==> src/rtl/dual_alarm_pkg.sv <==
package dual_alarm_pkg;
  localparam int FLD_W   = 8;
  localparam int NUM_FLD = 6;
  localparam int NUM_ALM = 2;
  localparam int ADDR_W  = 8;
  localparam int DATA_W  = 32;

  localparam logic [ADDR_W-1:0] ALM_A_BASE = 8'h20;
  localparam logic [ADDR_W-1:0] ALM_B_BASE = 8'h80;
  localparam logic [ADDR_W-1:0] OFS_STAT   = 8'h44;
  localparam logic [ADDR_W-1:0] OFS_IEN    = 8'h48;
  localparam logic [ADDR_W-1:0] OFS_WAKE   = 8'h7C;
  localparam logic [ADDR_W-1:0] OFS_PWR    = 8'h98;

  localparam int ST_TMR = 2;
  localparam int ST_AA  = 6;
  localparam int ST_AB  = 7;
  localparam int IE_TMR = 2;
  localparam int IE_AB  = 4;
  localparam int WK_AA  = 1;
  localparam int PW_ARM = 16;

  function automatic logic [ADDR_W-1:0] alm_base(input int k);
    return (k == 0) ? ALM_A_BASE : ALM_B_BASE;
  endfunction
endpackage

==> src/rtl/dual_alarm_bank.sv <==
module dual_alarm_bank #(
  parameter int              FW   = 8,
  parameter int              NF   = 6,
  parameter int              AW   = 8,
  parameter logic [AW-1:0]   BASE = '0
) (
  input  logic             clk,
  input  logic             rst_n,
  input  logic             wr_en,
  input  logic [AW-1:0]    addr,
  input  logic [FW-1:0]    wdata,
  input  logic [NF*FW-1:0] now_i,
  output logic [NF*FW-1:0] fields_o,
  output logic             hit_o
);
  localparam int STRIDE = 4;

  logic [NF-1:0] ld;
  logic [NF-1:0] eq;

  for (genvar i = 0; i < NF; i++) begin : g_fld
    localparam logic [AW-1:0] FADDR = BASE + AW'(STRIDE * i);
    logic [FW-1:0] fld_q;
    logic [FW-1:0] fld_d;

    always_comb begin
      ld[i] = wr_en && (addr == FADDR);
      fld_d = wdata;
    end

    always_ff @(posedge clk or negedge rst_n) begin
      if (!rst_n)      fld_q <= '0;
      else if (ld[i])  fld_q <= fld_d;
    end

    assign eq[i]                 = (fld_q == now_i[i*FW +: FW]);
    assign fields_o[i*FW +: FW]  = fld_q;
  end

  assign hit_o = &eq;

  AST_FIELDS_HOLD: assert property (@(posedge clk) disable iff (!rst_n)
    !wr_en |=> $stable(fields_o));
endmodule

==> src/rtl/dual_alarm_status.sv <==
module dual_alarm_status #(
  parameter int NA = 2
) (
  input  logic          clk,
  input  logic          rst_n,
  input  logic          tick_i,
  input  logic [NA-1:0] hit_i,
  input  logic          clr_we,
  input  logic          clr_tmr,
  input  logic [NA-1:0] clr_alm,
  output logic          tmr_f_o,
  output logic [NA-1:0] alm_f_o
);
  logic          tmr_q, tmr_d;
  logic [NA-1:0] alm_q, alm_d;

  always_comb begin
    tmr_d = tick_i | (tmr_q & ~(clr_we & clr_tmr));
    for (int k = 0; k < NA; k++)
      alm_d[k] = (tick_i & hit_i[k]) | (alm_q[k] & ~(clr_we & clr_alm[k]));
  end

  always_ff @(posedge clk or negedge rst_n) begin
    if (!rst_n) begin
      tmr_q <= 1'b0;
      alm_q <= '0;
    end else begin
      tmr_q <= tmr_d;
      alm_q <= alm_d;
    end
  end

  assign tmr_f_o = tmr_q;
  assign alm_f_o = alm_q;

  AST_TMR_ON_TICK: assert property (@(posedge clk) disable iff (!rst_n)
    tick_i |=> tmr_f_o);

  for (genvar k = 0; k < NA; k++) begin : g_chk
    AST_MATCH_SETS: assert property (@(posedge clk) disable iff (!rst_n)
      (tick_i && hit_i[k]) |=> alm_f_o[k]);
    AST_SET_NEEDS_TICK: assert property (@(posedge clk) disable iff (!rst_n)
      $rose(alm_f_o[k]) |-> $past(tick_i));
    AST_W1C_CLEARS: assert property (@(posedge clk) disable iff (!rst_n)
      (clr_we && clr_alm[k] && !tick_i) |=> !alm_f_o[k]);
  end
endmodule

==> src/rtl/dual_alarm_unit.sv <==
module dual_alarm_unit
  import dual_alarm_pkg::*;
#(
  parameter int FW = FLD_W,
  parameter int NF = NUM_FLD,
  parameter int AW = ADDR_W,
  parameter int DW = DATA_W
) (
  input  logic             clk,
  input  logic             rst_n,
  input  logic             tick_i,
  input  logic [NF*FW-1:0] now_i,
  input  logic             bus_we_i,
  input  logic [AW-1:0]    bus_addr_i,
  input  logic [DW-1:0]    bus_wdata_i,
  output logic [DW-1:0]    bus_rdata_o,
  output logic             irq_o,
  output logic             wake_o,
  output logic             pwr_en_o
);
  localparam int NA   = NUM_ALM;
  localparam int IEN_W = IE_AB - IE_TMR + 1;

  logic [NA-1:0][NF*FW-1:0] bank_fields;
  logic [NA-1:0]            bank_hit;
  logic                     tmr_f;
  logic [NA-1:0]            alm_f;

  logic [IEN_W-1:0] ien_q, ien_d;
  logic             wake_q, wake_d;
  logic             pwr_q, pwr_d;
  logic             stat_we;

  for (genvar k = 0; k < NA; k++) begin : g_bank
    dual_alarm_bank #(.FW(FW), .NF(NF), .AW(AW), .BASE(alm_base(k))) bank_i (
      .clk      (clk),
      .rst_n    (rst_n),
      .wr_en    (bus_we_i),
      .addr     (bus_addr_i),
      .wdata    (bus_wdata_i[FW-1:0]),
      .now_i    (now_i),
      .fields_o (bank_fields[k]),
      .hit_o    (bank_hit[k])
    );
  end

  assign stat_we = bus_we_i && (bus_addr_i == OFS_STAT);

  dual_alarm_status #(.NA(NA)) stat_i (
    .clk     (clk),
    .rst_n   (rst_n),
    .tick_i  (tick_i),
    .hit_i   (bank_hit),
    .clr_we  (stat_we),
    .clr_tmr (bus_wdata_i[ST_TMR]),
    .clr_alm ({bus_wdata_i[ST_AB], bus_wdata_i[ST_AA]}),
    .tmr_f_o (tmr_f),
    .alm_f_o (alm_f)
  );

  // control registers: next state
  always_comb begin
    ien_d  = ien_q;
    wake_d = wake_q;
    pwr_d  = pwr_q;
    if (bus_we_i) begin
      if (bus_addr_i == OFS_IEN)  ien_d  = bus_wdata_i[IE_AB:IE_TMR];
      if (bus_addr_i == OFS_WAKE) wake_d = bus_wdata_i[WK_AA];
      if (bus_addr_i == OFS_PWR)  pwr_d  = bus_wdata_i[PW_ARM];
    end
  end

  always_ff @(posedge clk or negedge rst_n) begin
    if (!rst_n) begin
      ien_q  <= '0;
      wake_q <= 1'b0;
      pwr_q  <= 1'b0;
    end else begin
      ien_q  <= ien_d;
      wake_q <= wake_d;
      pwr_q  <= pwr_d;
    end
  end

  // read mux
  always_comb begin
    bus_rdata_o = '0;
    case (bus_addr_i)
      OFS_STAT: begin
        bus_rdata_o[ST_TMR] = tmr_f;
        bus_rdata_o[ST_AA]  = alm_f[0];
        bus_rdata_o[ST_AB]  = alm_f[1];
      end
      OFS_IEN:  bus_rdata_o[IE_AB:IE_TMR] = ien_q;
      OFS_WAKE: bus_rdata_o[WK_AA]        = wake_q;
      OFS_PWR:  bus_rdata_o[PW_ARM]       = pwr_q;
      default:  ;
    endcase
    for (int k = 0; k < NA; k++)
      for (int i = 0; i < NF; i++)
        if (bus_addr_i == alm_base(k) + AW'(4 * i))
          bus_rdata_o = DW'(bank_fields[k][i*FW +: FW]);
  end

  assign irq_o    = (tmr_f & ien_q[0]) | (alm_f[0] & ien_q[1]) | (alm_f[1] & ien_q[2]);
  assign wake_o   = wake_q & alm_f[0];
  assign pwr_en_o = ~(pwr_q & alm_f[1]);

  logic unused_wdata;
  assign unused_wdata = ^{bus_wdata_i[DW-1:PW_ARM+1], bus_wdata_i[PW_ARM-1:ST_AB+1],
                          bus_wdata_i[ST_AA-1:IE_AB+1], bus_wdata_i[FW-1:0]};

  AST_IRQ_FOLLOWS_AA: assert property (@(posedge clk) disable iff (!rst_n)
    (alm_f[0] && ien_q[1]) |-> irq_o);
  AST_PWR_HIGH_UNARMED: assert property (@(posedge clk) disable iff (!rst_n)
    !pwr_q |-> pwr_en_o);
  AST_NO_WAKE_UNARMED: assert property (@(posedge clk) disable iff (!rst_n)
    !wake_q |-> !wake_o);
endmodule

==> config.mk <==
export PLATFORM = sky130hd
export DESIGN_NAME = dual_alarm_unit
export DESIGN_NICKNAME = d
export VERILOG_FILES = /design/src/rtl/dual_alarm_pkg.sv /design/src/rtl/dual_alarm_bank.sv /design/src/rtl/dual_alarm_status.sv /design/src/rtl/dual_alarm_unit.sv
export SDC_FILE = /design/constraint.sdc
export NUM_CORES = 1
export LEC_CHECK = 0
export ABC_AREA = 1
export BUFFER_PORTS_ARGS = -buffer_cell sky130_fd_sc_hd__buf_2
export CAP_MARGIN = 30
export CORE_MARGIN = 2
export CORE_UTILIZATION = 56
export DETAILED_ROUTE_END_ITERATION = 6
export PLACE_DENSITY = 0.8
export SLEW_MARGIN = 15
export SYNTH_ARGS = -nofsm -noshare
export SYNTH_HDL_FRONTEND = slang
export SYNTH_SLANG_ARGS = --single-unit
==> constraint.sdc <==
create_clock -name clk -period 1.4 [get_ports clk]
set_input_delay 0.14 -clock clk [delete_from_list [all_inputs] [get_ports clk]]
set_output_delay 0.14 -clock clk [all_outputs]
set_load 0.05 [all_outputs]
==> results of run 1 <==
registers in the layout, indices dropped and copies added (netlist names):
register	flops
g_bank.bank_i.g_fld.fld_q	96
ien_q	3
pwr_q	1
stat_i.alm_f_o	2
stat_i.tmr_f_o	1
wake_q	1
kinds of logic (layout without fill, tap and decap cells):
| kind of cell | count (synthesis) | in the layout | synth area share (%) |
|---|---|---|---|
| AND/OR/NAND/NOR | 377 | 377 | 26.9 |
| AO/OA/AOI/OAI | 192 | 192 | 16.6 |
| buffers and inverters | 146 | 324 | 10.1 |
| flip-flops | 104 | 104 | 40.7 |
| XOR/XNOR | 41 | 41 | 5.62 |
| other | 1 | 23 | 0.0587 |
per-layer routing:
layer  track usage [%]  wire (µm)
met2              64.9      11300
met5                 0          0
met3              9.90       2780
met1              57.4      10200
met4              20.9       1540
stage by stage:
stage                     utilization (%)  std cells
after global routing                 75.6       1204
after global placement               68.7       1173
final                                75.6       1204
after floorplan                         -        883
after detailed placement             68.7       1173
after CTS                            74.2       1199
layout make-up:
type,count,area (µm²)
Sequential cell,104,2600
Fill cell,858,2750
Clock buffer,9,225
Tap cell,143,179
Inverter,100,397
Timing Repair Buffer,208,1550
Multi-Input combinational cell,633,3480
Clock inverter,7,86.3
placed cells by master, fill, tap and decap left out, types with 3 or more instances in the layout:
master      count
clkbuf_16       9
or2_4           3
inv_2           9
o2111ai_1       4
a21oi_2         5
a21oi_1        14
nor4_1          5
dfrtp_1       104
nor2_2          9
inv_6           3
buf_12          4
buf_4         118
buf_6          13
nand3_1        10
nand2_2        22
a211oi_1        7
conb_1         23
buf_8           7
xor2_1         21
nor2_8          4
o21ai_1        15
nand2_1       234
o21ai_0       113
nor2_1         40
nand4_1        14
clkinvlp_4      5
o22ai_1        17
inv_1          85
nand3_2         8
xnor2_1        20
buf_2          65
nor2_4         10
nand2_4         4
nor3_1          3
a221oi_2        4
a221oi_1        3
power by group through the flow:
stage          sequential, mW  combinational (mW)  clock [mW]
3_5_place_dp             3.34                1.19           0
3_3_place_gp             3.34                1.17           0
5_1_grt                  3.30                1.40        2.81
6_report                 3.29                1.32        2.69
4_1_cts                  3.28                1.25        2.70
2_1_floorplan            3.30               0.652           0
final timing paths:
check / start / endpoint / slack, ns / cells after the start
max in group asynchronous: rst_n / g_bank[1].bank_i.g_fld[1].fld_q[0]$_DFFE_PN0P_ / 0.78 / 3
max reg2reg: g_bank[0].bank_i.g_fld[0].fld_q[2]$_DFFE_PN0P_ / stat_i.alm_f_o[0]$_DFF_PN0_ / -0.16 / 10
max: bus_addr_i[2] / bus_rdata_o[4] / -0.53 / 11
min in group asynchronous: rst_n / g_bank[0].bank_i.g_fld[5].fld_q[5]$_DFFE_PN0P_ / 0.32 / 3
min: bus_wdata_i[4] / ien_q[2]$_DFFE_PN0P_ / 0.02 / 3
min reg2reg: g_bank[0].bank_i.g_fld[3].fld_q[1]$_DFFE_PN0P_ / g_bank[0].bank_i.g_fld[3].fld_q[1]$_DFFE_PN0P_ / 0.49 / 2
timing repair:
action / 4_1_cts / 5_1_grt
endpoints found under the hold margin: 104 / 0
gates resized for setup: 70 / 33
hold buffers: 1 / 0
buffers inserted: 10 / 5
endpoints found under the setup margin: 11 / 25
pin swaps: 34 / 22
worst reg2reg max path: cells and delay by family, from the launching register on:
kind	cells	cell delay, ns
flops	1	0.39
compound gates	1	0.07
simple gates	6	0.74
buf+inv	3	0.31
==> flow_summary.json, run 1 <==
{
  "fin_ws_ns": -0.528,
  "place_hpwl_mm": 19.2,
  "placed_cell_area_um2": 7750,
  "crit_family": "buffers and inverters",
  "first_iter_violations": 740,
  "numPortBuffers": 80,
  "setup_viol": 11,
  "power.share.combinational_pct": 18.0,
  "switching_share_pct": 31.0,
  "synth_commonest_cells": "nand2_1, o21ai_0, dfrtp_1, inv_1, nor2_1",
  "total_power_mw": 7.30,
  "final_layout_size_suffix_gt1_share_pct": 30.1,
  "clk_latency_ns": 0.37,
  "synth_ff_type": "dfrtp_1",
  "die_y_um": 111,
  "violations": "setup timing",
  "clkTransAtPathRegs_ns": 0.07,
  "area_growth_pct": 33.3,
  "internal-power_mw": 5.04,
  "die_area_um2": 12300,
  "drc": 0,
  "clockBufferDepth": 2,
  "maxSlewViolCount": 0,
  "vias": 6968,
  "layout.nets": 1148,
  "ys_types": 39,
  "power.share.clock_pct": 36.9,
  "tritoncts": "done",
  "worstPathArrival_ns": 1.79,
  "critPathKind": "input port to output port",
  "power.leakage_nw": 4.24,
  "cp_common_cell": "nor2_2",
  "cts_buffers": 9,
  "whs_ns": 0.0155,
  "worstSetupEndpointType": "output port",
  "netlist_area_um2": 6390,
  "cts_sinks": 104,
  "dr.pass1.iters": 6,
  "async_flop_share_pct": 100,
  "tns_ns": -4.33,
  "ys_warn_count": 0,
  "finalWirelength_mm": 25.8,
  "fmax_ghz": 0.519,
  "grt_pass1_vias": 6763,
  "clock_skew_ns": 0.00949,
  "synth_edf_count": 0,
  "power_frac_seq_pct": 45.1,
  "crit_path_max_incr_delay_ns": 0.26,
  "grt_max_degree": 59,
  "num_rows": 39,
  "finalCritPeriodShare_pct": 138,
  "grt_setup_unrepaired": "true",
  "track_usage_pct": 42.6,
  "p_per_area_nw_per_um2": 857,
  "synth.most_common_cell": "nand2_1",
  "routedWlPerCell_um": 21.5,
  "start_kind": "input port",
  "synth-seq-cells": 104,
  "synth_top_area_share_pct": 40.7,
  "cts_root_buf": "clkbuf_16",
  "critPathSlowestCell": "o221a_2",
  "viasPerCell": 5.79,
  "synthTopCellsByArea": "dfrtp_1, nand2_1, o21ai_0, inv_1, nor2_1",
  "antenna_found_initial": 0,
  "irDropWorstVdd_mv": 1.30,
  "grt_pass1_wl_mm": 39.0,
  "ys_seq_area_share_pct": 40.7,
  "ios": 127,
  "dieWidth_um": 111,
  "cp_data_required_time_ns": 1.26,
  "htree_levels": 3,
  "max_cap_viol_count": 0,
  "diodes": 0,
  "final_hold_viol_count": 0,
  "overflow": 0,
  "final.min_clock_period_ns": 1.93,
  "gp_congestion": 1.04,
  "place_ws_ns": -0.605,
  "worstPathBufferInverterCount": 5,
  "slew-limit-headroom_pct": 65.4,
  "fp.coreArea_um2": 11300,
  "p_switching_mw": 2.27,
  "worstPathCellList": "buf_2, nor2_2, nand2_4, buf_12, nor2_2, inv_2, buf_4, o221a_2, nand2_1, nand2_2, buf_8",
  "initial_utilization_pct": 56.7,
  "status": "complete, but fails checks",
  "hp-class": "input port to flip-flop",
  "worstMarginPinSlew_ns": 0.519,
  "synth_top_area_cell": "dfrtp_1",
  "syn_inst": 861,
  "cp_max_fo": 6,
  "antenna_left": 0,
  "final_cell_area_um2": 8520,
  "syn_area_per_cell_um2": 7.42
}
Power figures use the tool's default switching activity.
==> inputs of run 2 (changes only) <==
Settings changed: CELL_PAD_IN_SITES_DETAIL_PLACEMENT from default to 1, CELL_PAD_IN_SITES_GLOBAL_PLACEMENT from default to 2, CORE_UTILIZATION 56 to 31, PLACE_DENSITY 0.8 to 0.79.
==> run 2 against run 1 <==
  * The run still ends with setup timing left
  * Sequential share of layout area fell by 2.1 points
  * Die area rose by 77%
  * Final cell count rose by 13%
  * Global-route usage shrank 15 points
  * Cell area grew 7.6%
  * Fmax is 1.1% higher
  * Core utilization fell by 30 points
  * Clock skew fell by 0.0025 ns
  * Largest power group unchanged
  * Highest routed layer unchanged
==> flow_summary.json, run 2 (synthesis results as in run 1) <==
{
  "largest_reg_flops": 96,
  "routedWlPerCell_um": 21.7,
  "dieWidth_um": 148,
  "cp_max_fo": 2,
  "clk_latency_ns": 0.37,
  "maxSlewViolCount": 0,
  "setup_viol": 11,
  "grt_pass1_wl_mm": 44.2,
  "layout.nets": 1175,
  "worstMarginPinSlew_ns": 0.514,
  "final_cell_mix": "nand2_1, buf_4, o21ai_0, dfrtp_1, inv_1",
  "viasPerCell": 5.07,
  "first_iter_violations": 504,
  "num_rows": 52,
  "grt_pass1_vias": 7116,
  "slew-limit-headroom_pct": 65.3,
  "final_layout_size_suffix_gt1_share_pct": 34.9,
  "irDropWorstVdd_mv": 0.574,
  "vias": 6889,
  "die_area_um2": 21800,
  "area_growth_pct": 43.5,
  "status": "complete, but fails checks",
  "wl_met3_mm": 1.27,
  "gp_congestion": 0.929,
  "antenna_left": 0,
  "layout_commonest_cell": "nand2_1",
  "cts_sinks": 104,
  "cts_root_buf": "clkbuf_16",
  "numPortBuffers": 80,
  "max_cap_viol_count": 0,
  "ios": 127,
  "finalCritPeriodShare_pct": 136,
  "critPathLaunch": "ien_q[1]$_DFFE_PN0P_",
  "overflow": 0,
  "post-route-util_pct": 45.3,
  "place_hpwl_mm": 22.8,
  "dr.pass1.iters": 4,
  "grt_setup_unrepaired": "true",
  "routed-wl-met2_mm": 14.0,
  "worstSetupEndpointType": "output port",
  "drc": 0,
  "start_kind": "flip-flop",
  "grt_max_degree": 31,
  "regMostFlops": "g_bank.bank_i.g_fld.fld_q",
  "violations": "setup timing",
  "final_hold_viol_count": 0,
  "die_y_um": 148,
  "cp_data_required_time_ns": 1.26,
  "wl_met1_mm": 13.2,
  "tritoncts": "done",
  "clockBufferDepth": 2,
  "clkTransAtPathRegs_ns": 0.08,
  "critPathKind": "flip-flop to output port",
  "cts_buffers": 9,
  "antenna_found_initial": 0,
  "hp-class": "input port to flip-flop",
  "final.min_clock_period_ns": 1.91,
  "power.leakage_nw": 4.41,
  "fmax_ghz": 0.524,
  "fp.coreArea_um2": 20200,
  "min_from": "bus_wdata_i[3]",
  "r2r-start": "g_bank[0].bank_i.g_fld[0].fld_q[6]$_DFFE_PN0P_",
  "finalWirelength_mm": 29.6,
  "worstPathArrival_ns": 1.77,
  "htree_levels": 3,
  "p_per_area_nw_per_um2": 798,
  "fin_ws_ns": -0.507,
  "initial_utilization_pct": 31.6,
  "track_usage_pct": 27.6,
  "top_layer": "met4",
  "total_power_mw": 7.32,
  "clock_skew_ns": 0.00704
}
-- run 2: cell count changes in the layout (fill, tap and decap cells not counted), sizes merged --
| cell | delta |
|---|---|
| buf | +26 |
| clkinvlp | +3 |
| clkbuf | +2 |
| clkinv | -2 |
| inv | -2 |
| bufinv | -1 |
| diode | +1 |
| nor2 | +1 |
-- run 2: through the flow --
step           cell area (µm²)  hold slack, ns  setup WS [ns]  instances  TNS, ns
2_1_floorplan             6550          -0.156         -0.187        883   -0.880
3_3_place_gp              8080          0.0942         -0.607       1313   -15.44
3_5_place_dp              8080          0.0972         -0.652       1313   -19.74
4_1_cts                   8850         0.00596         -0.533       1349    -4.12
5_1_grt                   9170          0.0200         -0.601       1358    -4.95
6_report                  9170          0.0107         -0.507       1359    -4.04
-- run 2: per-layer routing --
layer / GRT usage (%) / vias up
li1: - / 3208
met1: 37.0 / 3417
met2: 45.7 / 211
met3: 2.99 / 53
met4: 11.3 / 0
met5: 0 / -
-- run 2: path summary, 6_finish.rpt --
| kind | cells after the start | to | slack, ns |
|---|---|---|---|
| setup / recovery | 9 | bus_rdata_o[3] | -0.51 |
| hold / removal | 3 | ien_q[1]$_DFFE_PN0P_ | 0.01 |
| setup reg to reg | 7 | stat_i.alm_f_o[0]$_DFF_PN0_ | -0.16 |
| hold reg to reg | 2 | g_bank[1].bank_i.g_fld[0].fld_q[0]$_DFFE_PN0P_ | 0.49 |
| max in group asynchronous | 3 | ien_q[0]$_DFFE_PN0P_ | 0.63 |
| min in group asynchronous | 2 | g_bank[0].bank_i.g_fld[3].fld_q[7]$_DFFE_PN0P_ | 0.25 |
-- run 2: timing repair --
action                                 in CTS  in global routing
gates resized for setup                    89                 69
setup buffers                              21                 14
setup endpoints to repair                  11                 18
cloned                                      1                  0
hold buffers                                1                  0
endpoints found under the hold margin      22                  0
pin swaps                                  39                 59
-- run 2: layout make-up --
type	instances	area, µm²
fillers	2466	11100
clock inverters	5	40.0
repair buffers	234	1890
clock buffers	11	253
multi-input cells	634	3640
flip-flops and latches	104	2600
inverters	100	407
diodes	1	2.50
well taps	270	338
-- run 2: where the power goes --
group	leakage [nW]	internal, mW	switching, mW
Clock	0.134	1.32	1.28
Combinational	2.86	0.537	0.905
Sequential	1.41	3.14	0.139
-- run 2: worst max-delay path: stages (launching register included) --
cell        delay, ns
dfrtp_1          0.40
inv_2            0.11
o21ai_2          0.08
a21oi_2          0.14
nand3_2          0.10
nand2_2          0.09
nand4_1          0.11
nand2_2          0.11
clkinvlp_4       0.09
buf_8            0.15
==> inputs of run 3 (changes only) <==
Settings changed: CORE_MARGIN 2 to 5.
==> run 3 against run 2 <==
  * The run still ends with setup timing left
  * Combinational power is essentially flat
  * Die area grew 8.3%
  * Sequential share of layout area grew 0.48 points
  * Via count shrank 0.55%
  * Final cell count shrank 0.96%
  * Critical path type unchanged
  * Clock-buffer cell count grew 2
==> flow_summary.json, run 3 (synthesis results as in run 1) <==
{
  "switching_share_pct": 31.2,
  "finalCritPeriodShare_pct": 135,
  "power_frac_seq_pct": 45.2,
  "antenna_left": 0,
  "gp_congestion": 0.915,
  "crit_family": "simple AND/OR/NAND/NOR gates",
  "initial_utilization_pct": 31.5,
  "finalWirelength_mm": 29.6,
  "power.share.clock_pct": 35.1,
  "internal-power_mw": 4.99,
  "regMostFlops": "g_bank.bank_i.g_fld.fld_q",
  "hp-class": "input port to flip-flop",
  "status": "complete, but fails checks",
  "fmax_ghz": 0.528,
  "power.share.combinational_pct": 19.7,
  "die_area_um2": 23600,
  "first_iter_violations": 554,
  "place_hpwl_mm": 22.8,
  "cp_data_required_time_ns": 1.26,
  "r2r-start": "g_bank[0].bank_i.g_fld[1].fld_q[6]$_DFFE_PN0P_",
  "placed_cell_area_um2": 8060,
  "post-route-util_pct": 44.4,
  "grt_pass1_wl_mm": 43.9,
  "tritoncts": "done",
  "violations": "setup timing",
  "clock_skew_ns": 0.00627,
  "clkTransAtPathRegs_ns": 0.07,
  "fp.coreArea_um2": 20300,
  "routedWlPerCell_um": 22.0,
  "grt_pass1_vias": 7072,
  "critPathLaunch": "ien_q[1]$_DFFE_PN0P_",
  "vias": 6851,
  "worstSetupEndpointType": "output port",
  "min_from": "bus_wdata_i[3]",
  "irDropWorstVdd_mv": 0.592,
  "worstPathArrival_ns": 1.76,
  "dp.cells": 1315,
  "dieWidth_um": 154,
  "total_power_mw": 7.25,
  "antenna_found_initial": 0,
  "grt_max_degree": 72,
  "drc": 0,
  "diodes": 0,
  "ios": 127,
  "p_per_area_nw_per_um2": 804,
  "final_hold_viol_count": 0,
  "fin_ws_ns": -0.495,
  "layout.cells.non_filler": 1346,
  "cts_sinks": 104,
  "grt_setup_unrepaired": "true",
  "cts_root_buf": "clkbuf_16",
  "worstPathCellList": "inv_2, o21ai_2, a21oi_2, nand3_1, nand2_2, nand4_1, nand2_2, clkinvlp_4, buf_8",
  "worstPathBufferInverterCount": 3,
  "clockBufferDepth": 2,
  "setup_viol": 11,
  "fillers": 2558,
  "final_cell_area_um2": 9020,
  "tns_ns": -4.00,
  "maxSlewViolCount": 0,
  "largest_reg_flops": 96,
  "power.leakage_nw": 4.37,
  "p_switching_mw": 2.26,
  "layout.nets": 1163,
  "cp_max_fo": 2,
  "start_kind": "flip-flop",
  "final_cell_mix": "nand2_1, buf_4, o21ai_0, dfrtp_1, inv_1",
  "numPortBuffers": 80,
  "final_layout_size_suffix_gt1_share_pct": 34.0,
  "final.min_clock_period_ns": 1.90,
  "layout_commonest_cell": "nand2_1",
  "cts_buffers": 9,
  "max_cap_viol_count": 0,
  "viasPerCell": 5.09,
  "track_usage_pct": 24.8,
  "dr.pass1.iters": 5,
  "crit_path_max_incr_delay_ns": 0.40,
  "area_growth_pct": 41.1,
  "die_y_um": 154,
  "htree_levels": 3,
  "critPathSlowestCell": "dfrtp_1",
  "cp_common_cell": "nand2_2",
  "clk_latency_ns": 0.36,
  "critPathKind": "flip-flop to output port",
  "num_rows": 52,
  "overflow": 0
}
[run 3: changes by cell type in the layout (fill, tap and decap cells not counted), moves of 2 or more]
| cell | before | now |
|---|---|---|
| nor2_4 | 17 | 14 |
| buf_12 | 13 | 10 |
| buf_6 | 20 | 15 |
| buf_4 | 130 | 124 |
| clkinvlp_4 | 8 | 6 |
| nor3_2 | 3 | 0 |
| a221oi_2 | 1 | 3 |
| nand2_4 | 2 | 4 |
| clkbuf_1 | 0 | 2 |
| nor3_1 | 1 | 3 |
[run 3: worst register-to-register path: stages, from the launching register on]
cell	delay, ns
dfrtp_1	0.42
buf_6	0.14
xnor2_2	0.13
o211ai_1	0.12
nor4_1	0.31
nand2_1	0.11
nor2_2	0.16
nand2_2	0.10
nand2_1	0.06
[run 3: worst paths after layout]
kind	end	slack, ns	cells past startpoint
setup / recovery	bus_rdata_o[3]	-0.50	9
hold / removal	ien_q[1]$_DFFE_PN0P_	0.02	3
setup reg to reg	stat_i.alm_f_o[0]$_DFF_PN0_	-0.22	8
hold reg to reg	g_bank[1].bank_i.g_fld[4].fld_q[3]$_DFFE_PN0P_	0.49	2
max in group asynchronous	g_bank[1].bank_i.g_fld[0].fld_q[5]$_DFFE_PN0P_	0.67	3
min in group asynchronous	g_bank[0].bank_i.g_fld[3].fld_q[4]$_DFFE_PN0P_	0.34	3
[run 3: final cells by class]
class | instances | area (µm²) | share of cell area [%]
repair buffers | 223 | 1760 | 19.5
clock buffers | 13 | 260 | 2.89
well taps | 270 | 338 | 3.75
multi-input cells | 633 | 3630 | 40.3
inverters | 100 | 402 | 4.45
clock inverters | 3 | 25.0 | 0.277
flip-flops and latches | 104 | 2600 | 28.9
[run 3: metrics by stage]
stage	hold slack [ns]	setup WS (ns)
after CTS	0.0133	-0.519
after global placement	0.201	-0.639
after detailed placement	0.200	-0.671
after global routing	0.0287	-0.580
final	0.0196	-0.495
after floorplan	-0.156	-0.187
[run 3: power groups by stage]
stage | Combinational (mW) | Sequential, mW | Clock [mW]
2_1_floorplan | 0.652 | 3.30 | 0
4_1_cts | 1.37 | 3.27 | 2.60
3_5_place_dp | 1.29 | 3.33 | 0
5_1_grt | 1.53 | 3.29 | 2.73
3_3_place_gp | 1.27 | 3.33 | 0
6_report | 1.43 | 3.28 | 2.55
[run 3: timing repair]
item	in CTS	in global routing
endpoints found under the hold margin	104	0
gates resized for setup	100	54
setup buffers	17	6
endpoints found under the setup margin	11	14
gates cloned	0	0
hold buffers	1	0
pin swaps	51	52
[run 3: per-layer routing]
metal	GRT usage (%)	part of all wire, %
met1	34.1	44
met2	39.5	46
met3	2.73	5.2
met4	11.0	4.7
met5	0	0
